`src/rtl/erase_seq_pkg.sv`:
```
// Shared types and the time-to-cycle conversion for the erase sequencer.
// Assumes the clock frequency is given in Hz and all intervals in ns.
package erase_seq_pkg;

    typedef enum logic [2:0] {
        ST_IDLE,
        ST_SETUP,
        ST_PULSE,
        ST_HOLD,
        ST_RECOV,
        ST_VFY,
        ST_FINAL,
        ST_DONE
    } erase_state_e;

    // Round an interval up to whole clock cycles, never below one cycle.
    function automatic longint unsigned cyc_from_ns(input longint unsigned t_ns,
                                                    input longint unsigned clk_hz);
        longint unsigned c;
        c = (t_ns * clk_hz + 64'd999_999_999) / 64'd1_000_000_000;
        if (c == 0) c = 1;
        return c;
    endfunction

endpackage

```
`src/rtl/erase_timer.sv`:
```
// Interval timer: loaded with (cycles-1) on entry to a timed phase,
// counts down to zero and stays there. zero marks the last cycle.
// Assumes the controller reloads it on every phase change.
module erase_timer #(
    parameter int W = 8
) (
    input  logic         clk,
    input  logic         rst_n,
    input  logic         load,
    input  logic [W-1:0] load_val,
    output logic         zero
);
    logic [W-1:0] cnt;

    // Down counter with synchronous load.
    always_ff @(posedge clk) begin
        if (!rst_n)          cnt <= '0;
        else if (load)       cnt <= load_val;
        else if (cnt != '0)  cnt <= cnt - 1'b1;
    end

    assign zero = (cnt == '0);
endmodule

```
`src/rtl/erase_addr_ctr.sv`:
```
// Verify address counter. Cleared at the start of a run and before the
// final read; it is left untouched across re-erase pulses so that verify
// resumes at the failing byte.
module erase_addr_ctr #(
    parameter int AW = 16
) (
    input  logic          clk,
    input  logic          rst_n,
    input  logic          clr,
    input  logic          inc,
    output logic [AW-1:0] vaddr,
    output logic          last
);
    // Address register: clear wins over increment.
    always_ff @(posedge clk) begin
        if (!rst_n)    vaddr <= '0;
        else if (clr)  vaddr <= '0;
        else if (inc)  vaddr <= vaddr + 1'b1;
    end

    assign last = (vaddr == {AW{1'b1}});
endmodule

```
`src/rtl/erase_pulse_ctr.sv`:
```
// Counts erase pulses applied in the current run and flags the limit.
// Assumes the controller never increments past the limit.
module erase_pulse_ctr #(
    parameter int MAXP = 20,
    parameter int PW   = 5
) (
    input  logic          clk,
    input  logic          rst_n,
    input  logic          clr,
    input  logic          inc,
    output logic [PW-1:0] count,
    output logic          at_limit
);
    localparam logic [PW-1:0] LIMIT = PW'(MAXP);

    // Pulse tally, cleared only by a new run.
    always_ff @(posedge clk) begin
        if (!rst_n)    count <= '0;
        else if (clr)  count <= '0;
        else if (inc)  count <= count + 1'b1;
    end

    assign at_limit = (count == LIMIT);
endmodule

```
`src/rtl/erase_seq_ctrl.sv`:
```
// Sequencing state machine: setup, pulse, hold, recovery, reduced-supply
// verify with retry, final read at normal supply, and sticky result flags.
// Assumes byte_ok reflects the byte at the presented address in the
// cycle where the timer is at zero.
module erase_seq_ctrl
    import erase_seq_pkg::*;
#(
    parameter int          TMR_W   = 8,
    parameter int unsigned SU_CYC  = 1,
    parameter int unsigned PW_CYC  = 1,
    parameter int unsigned HD_CYC  = 1,
    parameter int unsigned AV_CYC  = 1,
    parameter int unsigned AN_CYC  = 1
) (
    input  logic             clk,
    input  logic             rst_n,
    input  logic             start,
    input  logic             abort,
    input  logic             tmr_zero,
    input  logic             addr_last,
    input  logic             at_limit,
    input  logic             byte_ok,
    output erase_state_e     st,
    output logic             tmr_load,
    output logic [TMR_W-1:0] tmr_val,
    output logic             addr_clr,
    output logic             addr_inc,
    output logic             pc_clr,
    output logic             pc_inc,
    output logic             busy,
    output logic             done,
    output logic             pass,
    output logic             fail
);
    localparam logic [TMR_W-1:0] L_SU = TMR_W'(SU_CYC - 1);
    localparam logic [TMR_W-1:0] L_PW = TMR_W'(PW_CYC - 1);
    localparam logic [TMR_W-1:0] L_HD = TMR_W'(HD_CYC - 1);
    localparam logic [TMR_W-1:0] L_AV = TMR_W'(AV_CYC - 1);
    localparam logic [TMR_W-1:0] L_AN = TMR_W'(AN_CYC - 1);

    erase_state_e nxt;
    logic         set_pass, set_fail, clr_flags;

    assign busy = (st != ST_IDLE) && (st != ST_DONE);

    // Next-state and datapath strobes.
    always_comb begin
        nxt       = st;
        tmr_load  = 1'b0;
        tmr_val   = '0;
        addr_clr  = 1'b0;
        addr_inc  = 1'b0;
        pc_clr    = 1'b0;
        pc_inc    = 1'b0;
        set_pass  = 1'b0;
        set_fail  = 1'b0;
        clr_flags = 1'b0;
        if (busy && abort) begin
            nxt      = ST_DONE;
            set_fail = 1'b1;
        end else begin
            case (st)
                ST_IDLE, ST_DONE: begin
                    if (start) begin
                        nxt       = ST_SETUP;
                        tmr_load  = 1'b1;
                        tmr_val   = L_SU;
                        addr_clr  = 1'b1;
                        pc_clr    = 1'b1;
                        clr_flags = 1'b1;
                    end
                end
                ST_SETUP: begin
                    if (tmr_zero) begin
                        nxt      = ST_PULSE;
                        tmr_load = 1'b1;
                        tmr_val  = L_PW;
                        pc_inc   = 1'b1;
                    end
                end
                ST_PULSE: begin
                    if (tmr_zero) begin
                        nxt      = ST_HOLD;
                        tmr_load = 1'b1;
                        tmr_val  = L_HD;
                    end
                end
                ST_HOLD: begin
                    if (tmr_zero) begin
                        nxt      = ST_RECOV;
                        tmr_load = 1'b1;
                        tmr_val  = L_HD;
                    end
                end
                ST_RECOV: begin
                    if (tmr_zero) begin
                        nxt      = ST_VFY;
                        tmr_load = 1'b1;
                        tmr_val  = L_AV;
                    end
                end
                ST_VFY: begin
                    if (tmr_zero) begin
                        if (byte_ok) begin
                            tmr_load = 1'b1;
                            if (addr_last) begin
                                nxt      = ST_FINAL;
                                tmr_val  = L_AN;
                                addr_clr = 1'b1;
                            end else begin
                                tmr_val  = L_AV;
                                addr_inc = 1'b1;
                            end
                        end else if (at_limit) begin
                            nxt      = ST_DONE;
                            set_fail = 1'b1;
                        end else begin
                            nxt      = ST_SETUP;
                            tmr_load = 1'b1;
                            tmr_val  = L_SU;
                        end
                    end
                end
                ST_FINAL: begin
                    if (tmr_zero) begin
                        if (!byte_ok) begin
                            nxt      = ST_DONE;
                            set_fail = 1'b1;
                        end else if (addr_last) begin
                            nxt      = ST_DONE;
                            set_pass = 1'b1;
                        end else begin
                            tmr_load = 1'b1;
                            tmr_val  = L_AN;
                            addr_inc = 1'b1;
                        end
                    end
                end
                default: nxt = ST_IDLE;
            endcase
        end
    end

    // State register.
    always_ff @(posedge clk) begin
        if (!rst_n) st <= ST_IDLE;
        else        st <= nxt;
    end

    // Sticky result flags, cleared only by an accepted start.
    always_ff @(posedge clk) begin
        if (!rst_n || clr_flags) begin
            done <= 1'b0;
            pass <= 1'b0;
            fail <= 1'b0;
        end else if (set_fail) begin
            done <= 1'b1;
            fail <= 1'b1;
        end else if (set_pass) begin
            done <= 1'b1;
            pass <= 1'b1;
        end
    end
endmodule

```
`src/rtl/erase_seq.sv`:
```
// Top of the chip erase sequencer. Converts the timing parameters into
// cycle counts, instantiates timer, counters and controller, and decodes
// the pin-level select lines from the controller state.
// Assumes the external supplies follow the select lines within a cycle.
module erase_seq
    import erase_seq_pkg::*;
#(
    parameter longint unsigned CLK_HZ     = 250_000_000,
    parameter longint unsigned T_PULSE_NS = 100_000_000,
    parameter longint unsigned T_SETUP_NS = 2_000,
    parameter longint unsigned T_HOLD_NS  = 2_000,
    parameter longint unsigned T_VACC_NS  = 250,
    parameter longint unsigned T_NACC_NS  = 120,
    parameter int              ADDR_W     = 16,
    parameter int              DATA_W     = 8,
    parameter int              MAX_PULSES = 20,
    localparam int             PC_W       = $clog2(MAX_PULSES + 1)
) (
    input  logic              clk,
    input  logic              rst_n,
    input  logic              start,
    input  logic              abort,
    input  logic [DATA_W-1:0] dq_in,
    output logic              hv_vpp_en,
    output logic              hv_a9_en,
    output logic              vcc_low_sel,
    output logic              ce_n,
    output logic              oe_n,
    output logic [ADDR_W-1:0] addr,
    output logic [DATA_W-1:0] dq_out,
    output logic              dq_out_en,
    output logic              busy,
    output logic              done,
    output logic              pass,
    output logic              fail,
    output logic [PC_W-1:0]   pulse_cnt
);
    localparam int unsigned SU_CYC    = int'(cyc_from_ns(T_SETUP_NS, CLK_HZ));
    localparam int unsigned PULSE_CYC = int'(cyc_from_ns(T_PULSE_NS, CLK_HZ));
    localparam int unsigned HD_CYC    = int'(cyc_from_ns(T_HOLD_NS,  CLK_HZ));
    localparam int unsigned AV_CYC    = int'(cyc_from_ns(T_VACC_NS,  CLK_HZ));
    localparam int unsigned AN_CYC    = int'(cyc_from_ns(T_NACC_NS,  CLK_HZ));
    localparam int unsigned M1        = (SU_CYC > PULSE_CYC) ? SU_CYC : PULSE_CYC;
    localparam int unsigned M2        = (HD_CYC > AV_CYC) ? HD_CYC : AV_CYC;
    localparam int unsigned M3        = (M1 > M2) ? M1 : M2;
    localparam int unsigned MAX_CYC   = (M3 > AN_CYC) ? M3 : AN_CYC;
    localparam int          TMR_W     = $clog2(MAX_CYC + 1);

    erase_state_e      st;
    logic              tmr_load, tmr_zero;
    logic [TMR_W-1:0]  tmr_val;
    logic              addr_clr, addr_inc, addr_last;
    logic [ADDR_W-1:0] vaddr;
    logic              pc_clr, pc_inc, at_limit;
    logic              byte_ok;

    assign byte_ok = (dq_in == {DATA_W{1'b1}});

    erase_timer #(.W(TMR_W)) u_tmr (
        .clk      (clk),
        .rst_n    (rst_n),
        .load     (tmr_load),
        .load_val (tmr_val),
        .zero     (tmr_zero)
    );

    erase_addr_ctr #(.AW(ADDR_W)) u_addr (
        .clk   (clk),
        .rst_n (rst_n),
        .clr   (addr_clr),
        .inc   (addr_inc),
        .vaddr (vaddr),
        .last  (addr_last)
    );

    erase_pulse_ctr #(.MAXP(MAX_PULSES), .PW(PC_W)) u_pc (
        .clk      (clk),
        .rst_n    (rst_n),
        .clr      (pc_clr),
        .inc      (pc_inc),
        .count    (pulse_cnt),
        .at_limit (at_limit)
    );

    erase_seq_ctrl #(
        .TMR_W  (TMR_W),
        .SU_CYC (SU_CYC),
        .PW_CYC (PULSE_CYC),
        .HD_CYC (HD_CYC),
        .AV_CYC (AV_CYC),
        .AN_CYC (AN_CYC)
    ) u_ctrl (
        .clk       (clk),
        .rst_n     (rst_n),
        .start     (start),
        .abort     (abort),
        .tmr_zero  (tmr_zero),
        .addr_last (addr_last),
        .at_limit  (at_limit),
        .byte_ok   (byte_ok),
        .st        (st),
        .tmr_load  (tmr_load),
        .tmr_val   (tmr_val),
        .addr_clr  (addr_clr),
        .addr_inc  (addr_inc),
        .pc_clr    (pc_clr),
        .pc_inc    (pc_inc),
        .busy      (busy),
        .done      (done),
        .pass      (pass),
        .fail      (fail)
    );

    // Pin-level decode of the current phase.
    always_comb begin
        hv_vpp_en   = 1'b0;
        hv_a9_en    = 1'b0;
        vcc_low_sel = 1'b0;
        ce_n        = 1'b1;
        oe_n        = 1'b1;
        dq_out_en   = 1'b0;
        addr        = '0;
        case (st)
            ST_SETUP, ST_HOLD: begin
                hv_vpp_en = 1'b1;
                hv_a9_en  = 1'b1;
                dq_out_en = 1'b1;
            end
            ST_PULSE: begin
                hv_vpp_en = 1'b1;
                hv_a9_en  = 1'b1;
                dq_out_en = 1'b1;
                ce_n      = 1'b0;
            end
            ST_RECOV: vcc_low_sel = 1'b1;
            ST_VFY: begin
                vcc_low_sel = 1'b1;
                ce_n        = 1'b0;
                oe_n        = 1'b0;
                addr        = vaddr;
            end
            ST_FINAL: begin
                ce_n = 1'b0;
                oe_n = 1'b0;
                addr = vaddr;
            end
            default: ;
        endcase
    end

    assign dq_out = {DATA_W{dq_out_en}};
endmodule

```
`config.mk`:
```
export PLATFORM = sky130hd
export DESIGN_NAME = erase_seq
export DESIGN_NICKNAME = d
export VERILOG_FILES = /design/src/rtl/erase_seq_pkg.sv /design/src/rtl/erase_timer.sv /design/src/rtl/erase_addr_ctr.sv /design/src/rtl/erase_pulse_ctr.sv /design/src/rtl/erase_seq_ctrl.sv /design/src/rtl/erase_seq.sv
export SDC_FILE = /design/constraint.sdc
export NUM_CORES = 1
export LEC_CHECK = 0
export BUFFER_PORTS_ARGS = -buffer_cell sky130_fd_sc_hd__clkbuf_2
export CAP_MARGIN = 20
export CORE_ASPECT_RATIO = 0.9
export CORE_MARGIN = 4
export CORE_UTILIZATION = 50
export DETAILED_ROUTE_END_ITERATION = 7
export HOLD_SLACK_MARGIN = 0.12
export PLACE_DENSITY = 0.78
export SYNTH_ARGS = -nofsm -noshare
export SYNTH_HDL_FRONTEND = slang
export SYNTH_HIERARCHICAL = 1
export SYNTH_SLANG_ARGS = --single-unit
```
`constraint.sdc`:
```
create_clock -name clk -period 8.9 [get_ports clk]
set_input_delay 0.89 -clock clk [delete_from_list [all_inputs] [get_ports clk]]
set_output_delay 0.89 -clock clk [all_outputs]
set_load 0.02 [all_outputs]
```
==> metrics.cfg, run 1 <==
[floorplan]
num_rows=28
core_area_mm2=0.006726
ios=51
die_h_um=88.02
dieArea_mm2=0.008530
initial_utilization_pct=52.88
die_w_um=96.91

[logic_synthesis]
synth.top_cell.area_share_pct=29.26
synth_commonest_cells=dfxtp_1 (52), nand2_1 (41), nor2_1 (38)
ys_async_sr_fraction_pct=0
synth_area_leader_cell=dfxtp_1
yosysSeqAreaShare_pct=29.26
syn-cell-area_mm2=0.003557
yosysMostFrequentCell=dfxtp_1
synth_cells=447
synth_warnings=6
synth_cell_type_count=70
synth-seq-cells=52
synth_edf_count=0
syn_avg_cell_area_um2=7.958
synth.area.top_cells=dfxtp_1 (29%), buf_4 (6.1%), xnor2_1 (5.2%)
synth_ff_type=dfxtp_1

[power]
leakagePower_nw=1.503
power_density_mw_per_mm2=317.8
total_power_mw=1.183
peakVddDrop_v=0.0003080

[global_route]
grt_usage_pct=18.25
overflow=0
antenna_found_initial=0
grt_max_degree=39
grt_pass1_vias=2956
grt_pass1_wl_um=13400

[drt]
routed.top_layer=met4
ant_nets=0
first_iter_violations=177
wl_per_cell_um=14.03
routedLengthMet1_um=3744
vias=3139
avgViaCountPerCell=5.697
drc_errors=0
firstDrtPassIters=5
wl_met3_um=381
dr_wl_met2_um=3548
drt_wl_total_um=7733

[placed_design]
post_dp_cell_area_mm2=0.003630
dpl.hpwl_um=5533
place_congestion=0.8665
io_buffers=50
placed_cells=543

[setup_path]
startpoint_type=flip-flop
worstPathMaxFanout=21
cp.arrival_ns=4.57
crit_type=reg -> reg
cp.required_ns=9.15
rr_worst_depth=10
end_kind=flip-flop

[layout]
nNetsFinal=477
syn_to_final_growth_pct=4.643
stdcell_area_mm2=0.003722
n_antenna_cell=0
utilization_pct=55.34
drive_gt1_share_pct=18.87
fin_cells=551

[clock_tree]
cts_buffers=5
clock_latency_ns=0.31
cts_root_buf=clkbuf_8
ctsHoldBuffers=0
cts_max_level=2
cts_tree=done
cts_resized=0
cts_sinks=52
cts_setup_buffers=0
clkTransAtPathRegs_ns=0.10
cts.path.max_buffers=2

[timing]
hold_viol=0
fin_crit_ns=4.319
finalCritPeriodShare_pct=48.52
drv_slew=0
setup_tns_ns=0
grt_setup_unrepaired=false
finalSetupViolCount=0
max_freq_ghz=0.2316
slew_headroom_pct=41.81
worst_pin_slew_ns=0.8662
fin_skew_ns=0.01036

[worst_hold_path]
hold_path_depth=2
hp-class=reg -> reg

[status]
status=finished clean

[job]
maxCapViolations=0

-- metal layers --
metal | track usage, % | vias up
li1 | - | 1577
met1 | 24.92 | 1476
met2 | 30.33 | 78
met3 | 3.264 | 8
met4 | 4.337 | 0
met5 | 0 | -
-- area by class of cell --
class	instances	area (um^2)
tap	90	112.6
fill	655	3004
clock inverter	3	23.77
clock buffer	5	68.82
timing repair buffer	53	272.8
sequential	52	1041
multi-input combinational	332	2143
inverter	16	60.06
-- per-stage QoR --
| stage | setup WS [ns] | hold WS (ns) |
|---|---|---|
| after floorplan | 5.346 | 0.4570 |
| after global placement | 4.770 | 0.4344 |
| after detailed placement | 4.645 | 0.4403 |
| after CTS | 4.619 | 0.4559 |
| after global routing | 4.213 | 0.4636 |
| final | 4.582 | 0.4544 |
-- cells in the final DEF (no fill, tap or decap), types with 3 or more instances in the layout --
cell      synthesis  routed
o21ai_0          29      29
buf_4            29       3
clkbuf_8          0       5
nand4_1          11      11
nor2_1           38      38
or4_1             5       5
inv_1            16      16
nor2b_1           7       7
conb_1            1       5
nand3b_1          4       4
ha_1              5       5
dfxtp_1          52      52
a31oi_1           5       5
xnor2_1          21      21
a21oi_1          12      12
and3_2            7       7
and2_1            4       4
o31ai_1           5       5
xor2_1           11      11
nand2b_1          9       9
a21boi_0          3       3
nor4_1            8       8
nor3b_1           3       3
nand3_1           8       8
or3_1             5       5
nor3_1           15      15
mux2i_1           7       7
nand2_1          41      41
clkbuf_2          0      50
and3_1           14      14
-- critical path, cell delays in order (launching register included) --
cell and delay (ns):
dfxtp_1 0.37, or4_1 0.55, or4_4 0.52, nor4_4 0.73
inv_1 0.20, o22ai_1 0.23, nand2_1 0.10, a31oi_1 0.59
and2_1 0.73, a32oi_1 0.12, nand2_1 0.12
-- where the power goes --
part | internal, mW | leakage, nW | switching, mW
registers | 0.283 | 0.424 | 0.0763
logic | 0.262 | 1.04 | 0.422
clock network | 0.0559 | 0.0404 | 0.0834
-- path summary, 6_finish.rpt --
path / startpoint / to / slack, ns
max reg2reg: u_tmr/cnt[8]$_SDFFE_PN0P_ / u_tmr/cnt[6]$_SDFFE_PN0P_ / 4.58
min reg2reg: u_ctrl/fail$_SDFFE_PP0P_ / u_ctrl/fail$_SDFFE_PP0P_ / 0.45
min: u_ctrl/fail$_SDFFE_PP0P_ / u_ctrl/fail$_SDFFE_PP0P_ / 0.45
max: u_tmr/cnt[8]$_SDFFE_PN0P_ / u_tmr/cnt[6]$_SDFFE_PN0P_ / 4.58
-- cells by family (layout without fill, tap and decap cells) --
kind of cell | count (synthesis) | after routing | share of synthesized area, %
simple gates | 202 | 202 | 32.85
compound gates | 79 | 79 | 14.49
buf+inv | 67 | 77 | 10.94
flops | 52 | 52 | 29.26
xor+xnor | 33 | 33 | 8.336
mux | 7 | 7 | 1.970
fa+ha+maj | 6 | 6 | 2.040
other cells | 1 | 5 | 0.1054
-- registers in the layout, indices dropped and copies added, names as in the netlist --
register,count
u_tmr/cnt,25
u_addr/vaddr,16
u_pc/count,5
u_ctrl/st,3
u_ctrl/done,1
u_ctrl/fail,1
u_ctrl/pass,1
No activity file was read; power rests on OpenSTA's default activity.
==> inputs of run 2 (changes only) <==
Clock period 8.9 ns to 4.25 ns, I/O delays scaled along.
==> metrics.cfg, run 2 (same netlist as run 1, synthesis figures left out) <==
[global_route]
grt_use_met1_pct=26.14
grt_pass1_wl_um=13590
grt_use_met3_pct=3.264
antenna_found_initial=0
overflow=0
grt_use_met2_pct=30.26
grt_usage_pct=18.85
grt_pass1_vias=2881
grt_max_degree=43
busiest_layer=met2

[layout]
fillers=609
final_common_cell=dfxtp_1
syn_to_final_growth_pct=6.402
reg_top3=u_tmr/cnt (25), u_addr/vaddr (16), u_pc/count (5)
largest_register_ffs=25
drive_gt1_share_pct=19.74
seqCellArea_mm2=0.001041
stdcell_area_mm2=0.003785
nNetsFinal=482
n_antenna_cell=0
top_register=u_tmr/cnt
most-common-layout-cells=dfxtp_1 (52), clkbuf_2 (50), nand2_1 (41)
multi_input_area_mm2=0.002143

[setup_path]
cpMostUsedCell=buf_4
worstPathMaxFanout=11
crit_path_cell_trace=or4_1, or4_4, nor4_4, buf_4, nand2_1, a2111oi_1, buf_4, and3_1, nor4b_4, a31o_1, a21oi_1
crit_type=reg -> reg
cp.required_ns=4.43
crit_slowest_cell=or4_1
end_kind=flip-flop
path_buf_inv=2
cp.arrival_ns=3.79
startpoint_type=flip-flop
cpPeakStageDelay_ns=0.54
path_delay_family=simple AND/OR/NAND/NOR gates

[clock_tree]
cts_buffers=5
clkTransAtPathRegs_ns=0.10
cts_setup_buffers=0
cts_root_buf=clkbuf_8
cts_resized=0
cts_tree=done
cts_max_level=2
ctsHoldBuffers=0
cts_sinks=52
cts.path.max_buffers=2
clock_latency_ns=0.31

[placed_design]
post_dp_cell_area_mm2=0.003660
dpl.hpwl_um=5682
place_congestion=0.9140
io_buffers=50

[drt]
wl_per_cell_um=14.28
drt_wl_total_um=7937
avgViaCountPerCell=5.728
first_iter_violations=185
ant_nets=0
vias=3185
firstDrtPassIters=5
drc_errors=0

[timing]
slew_headroom_pct=39.91
max_freq_ghz=0.2766
hold_viol=0
drv_slew=0
grt_setup_unrepaired=false
worst_pin_slew_ns=0.8945
finalCritPeriodShare_pct=85.06
setup_tns_ns=0
fin_skew_ns=0.006537
fin_crit_ns=3.615
finalSetupViolCount=0

[floorplan]
die_h_um=88.02
initial_utilization_pct=52.88
dieArea_mm2=0.008530
core_area_mm2=0.006726
num_rows=28
ios=51
die_w_um=96.91

[power]
peakVddDrop_v=0.0005716
leakagePower_nw=1.539
power_density_mw_per_mm2=671.4

[worst_hold_path]
hp-class=reg -> reg

[job]
maxCapViolations=0

[status]
status=finished clean

[run 2: worst paths after layout]
| path | cells past startpoint | endpoint | startpoint | slack [ns] |
|---|---|---|---|---|
| worst max register to register | 11 | u_addr/vaddr[13]$_SDFFE_PP0P_ | u_tmr/cnt[8]$_SDFFE_PN0P_ | 0.63 |
| worst max-delay path | 11 | u_addr/vaddr[13]$_SDFFE_PP0P_ | u_tmr/cnt[8]$_SDFFE_PN0P_ | 0.63 |
| worst min-delay path | 2 | u_ctrl/fail$_SDFFE_PP0P_ | u_ctrl/fail$_SDFFE_PP0P_ | 0.45 |
| worst min register to register | 2 | u_ctrl/fail$_SDFFE_PP0P_ | u_ctrl/fail$_SDFFE_PP0P_ | 0.45 |
[run 2: metal layers]
layer	routed length, um	share of wire [%]	up-vias
li1	-	-	1586
met4	84	1.1	0
met1	3694	47	1461
met2	3638	46	127
met3	519	6.5	11
met5	0	0	-
[run 2: worst min-delay path: stages, from the launching register on]
cell	delay (ns)
dfxtp_1	0.32
inv_1	0.05
a21oi_1	0.05
[run 2: final cells by class]
cell class | instances | area share [%]
Multi-Input combinational cell | 332 | 56.63
Sequential cell | 52 | 27.50
Timing Repair Buffer | 58 | 8.727
Tap cell | 90 | 2.975
Clock buffer | 6 | 2.182
Inverter | 16 | 1.587
Clock inverter | 2 | 0.3967
[run 2: report_power, final]
group	switching [mW]	internal [mW]	leakage [nW]
combinational	0.890	0.594	1.07
sequential	0.162	0.593	0.424
clock	0.170	0.132	0.0434
total	1.22	1.32	1.54
[run 2: stage by stage]
| stage | hold WS, ns | utilization [%] | instances | total power [mW] | setup WS (ns) |
|---|---|---|---|---|---|
| finish | 0.4536 | 56.27 | 556 | 2.541 | 0.6348 |
| global route | 0.4674 | 56.27 | 556 | 2.753 | 0.3449 |
| CTS | 0.4556 | 55.86 | 555 | 2.517 | 0.5975 |
| detailed placement | 0.4413 | 54.41 | 547 | 2.208 | 0.6249 |
| global placement | 0.4362 | 54.41 | 547 | 2.170 | 0.7103 |
| floorplan | 0.4570 | - | 451 | 2.049 | 0.6959 |
==> inputs of run 3 (changes only) <==
Settings changed: ABC_AREA from default to 1, PLACE_DENSITY 0.78 to 0.77, RECOVER_POWER from default to 25.
==> metrics.cfg, run 3 <==
[logic_synthesis]
synth_cells=634
synth_edf_count=0
synth_area_leader_cell=dfxtp_1
ys_async_sr_fraction_pct=0
syn_avg_cell_area_um2=6.382
synth.area.top_cells=dfxtp_1 (26%), nand2_1 (12%), inv_1 (8.4%)
synth_warnings=6
syn-cell-area_mm2=0.004046
yosysSeqAreaShare_pct=25.73
synth_ff_type=dfxtp_1
synth-seq-cells=52
synth.top_cell.area_share_pct=25.73
synth_cell_type_count=37
synth_commonest_cells=nand2_1 (131), inv_1 (91), nor2_1 (78)
yosysMostFrequentCell=nand2_1

[global_route]
antenna_found_initial=0
grt_usage_pct=19.82
grt_use_met2_pct=34.03
grt_pass1_vias=3697
grt_use_met1_pct=25.55
grt_pass1_wl_um=15880
grt_max_degree=27
grt_use_met3_pct=3.281
busiest_layer=met2
overflow=0

[status]
status=finished clean

[power]
swShare_pct=55.17
p_int_mw=1.399
switchingPower_mw=1.721
power_density_mw_per_mm2=754.0
peakVddDrop_v=0.0006043
leakagePower_nw=1.825
combPwrFrac_pct=66.2
pwr-share-clk_pct=9.6
power_frac_seq_pct=24.2

[placed_design]
pre_cts_slack_ns=1.332
place_congestion=0.9633
io_buffers=50
dpl.hpwl_um=7018

[timing]
finalSetupViolCount=0
finalCritPeriodShare_pct=72.66
max_freq_ghz=0.3238
fin_crit_ns=3.088
fin_skew_ns=0.003611
slew_headroom_pct=37.16
worst_pin_slew_ns=0.9416
setup_tns_ns=0
hold_viol=0
drv_slew=0
grt_setup_unrepaired=false
layout_setup_ws_ns=1.162

[clock_tree]
ctsHoldBuffers=0
cts.path.max_buffers=2
cts_resized=0
clkTransAtPathRegs_ns=0.09
cts_root_buf=clkbuf_8
cts_buffers=5
cts_max_level=2
cts_setup_buffers=0
cts_sinks=52
clock_latency_ns=0.30
cts_tree=done

[layout]
reg_top3=u_tmr/cnt (25), u_addr/vaddr (16), u_pc/count (5)
nNetsFinal=669
fillers=787
final_common_cell=nand2_1
most-common-layout-cells=nand2_1 (134), inv_1 (92), nor2_1 (79)
syn_to_final_growth_pct=2.257
top_register=u_tmr/cnt
n_antenna_cell=0
drive_gt1_share_pct=17.61
largest_register_ffs=25

[drt]
vias=3911
ant_nets=0
drc_errors=0
firstDrtPassIters=6
wl_per_cell_um=12.28
avgViaCountPerCell=5.222
first_iter_violations=197
drt_wl_total_um=9200

[worst_hold_path]
hp-class=in -> reg

[setup_path]
cpMostUsedCell=inv_1
cp.arrival_ns=3.25
crit_path_cell_trace=inv_1, ha_1, inv_1, nor2_1, nand2_1, nor2_2, nand3_4, inv_1, nand2_1, nor2_2, o21ai_1, nand2_1, nor2_1, nor2_1, buf_4, inv_1, nand2_4, inv_4, o21ai_0, a21oi_1
crit_slowest_cell=dfxtp_1
startpoint=u_tmr/cnt[0]$_SDFFE_PN0P_
startpoint_type=flip-flop
crit_type=reg -> reg
worstPathMaxFanout=26
cp.required_ns=4.41
path_depth=20
r2r_setup_slack_ns=1.16
end_kind=flip-flop
cpPeakStageDelay_ns=0.32
path_buf_inv=6
crit_end=u_tmr/cnt[14]$_SDFFE_PN0P_
rr_worst_depth=20
path_delay_family=simple AND/OR/NAND/NOR gates
reg2reg_to=u_tmr/cnt[14]$_SDFFE_PN0P_
reg2reg_from=u_tmr/cnt[0]$_SDFFE_PN0P_

[floorplan]
initial_utilization_pct=52.59
num_rows=30
die_w_um=102.8
core_area_mm2=0.007695
die_h_um=93.35
dieArea_mm2=0.009598
ios=51

[job]
maxCapViolations=0

[run 3: layout make-up]
class	instances	area, um^2	area share, %
flip-flops and latches	52	1041	25.16
multi-input cells	445	2275	54.97
clock buffers	6	82.58	1.996
well taps	96	120.1	2.903
clock inverters	2	10.01	0.2419
inverters	97	366.6	8.860
repair buffers	51	242.7	5.866
[run 3: cell families (layout without fill, tap and decap cells)]
logic type	after synthesis	after routing	synth area share, %
flip-flops	52	52	25.73
AO/OA/AOI/OAI	86	86	12.12
multiplexers	1	1	0.2474
other	1	5	0.09268
buffers and inverters	141	156	17.69
XOR/XNOR	8	8	1.917
AND/OR/NAND/NOR	340	340	40.66
adder cells (fa/ha/maj)	5	5	1.546
[run 3: worst register-to-register path: cells and delay by family (launching register included)]
| family | cells | cell delay (ns) |
|---|---|---|
| flops | 1 | 0.32 |
| fa+ha+maj | 1 | 0.19 |
| simple gates | 10 | 1.09 |
| compound gates | 3 | 0.30 |
| buf+inv | 6 | 1.04 |
[run 3: worst min path at each step]
stage	from	end	cells after the start	slack [ns]
after floorplan	u_tmr/cnt[1]$_SDFFE_PN0P_	u_tmr/cnt[1]$_SDFFE_PN0P_	2	0.47
after global placement	u_ctrl/pass$_SDFFE_PP0P_	u_ctrl/pass$_SDFFE_PP0P_	2	0.44
after detailed placement	u_ctrl/pass$_SDFFE_PP0P_	u_ctrl/pass$_SDFFE_PP0P_	2	0.45
after CTS	abort	u_tmr/cnt[2]$_SDFFE_PN0P_	4	0.46
after global routing	abort	u_tmr/cnt[3]$_SDFFE_PN0P_	4	0.47
final	abort	u_tmr/cnt[2]$_SDFFE_PN0P_	4	0.45
[run 3: stage by stage]
step                      std cells  hold slack, ns  power [mW]  instance area, um^2  utilization [%]
after floorplan                 638          0.4678       2.619                 4061                -
after global placement          741          0.4387       2.777                 4090            53.15
after detailed placement        741          0.4488       2.828                 4090            53.15
after CTS                       749          0.4567       3.138                 4183            54.36
after global routing            749          0.4708       3.423                 4138            53.77
final                           749          0.4546       3.120                 4138            53.77
[run 3: power by group through the flow]
stage	combinational [mW]	sequential (mW)	clock, mW
floorplan	1.91	0.709	0
global placement	2.02	0.762	0
detailed placement	2.06	0.767	0
CTS	2.08	0.756	0.307
global route	2.32	0.774	0.326
finish	2.07	0.755	0.299
[run 3: layer usage]
layer / routed length (um) / up-vias / share of wire (%)
met5: 0 / - / 0
met4: 110 / 0 / 1.2
met3: 469 / 20 / 5.1
met2: 4509 / 112 / 49
met1: 4111 / 1786 / 45
li1: - / 1993 / -
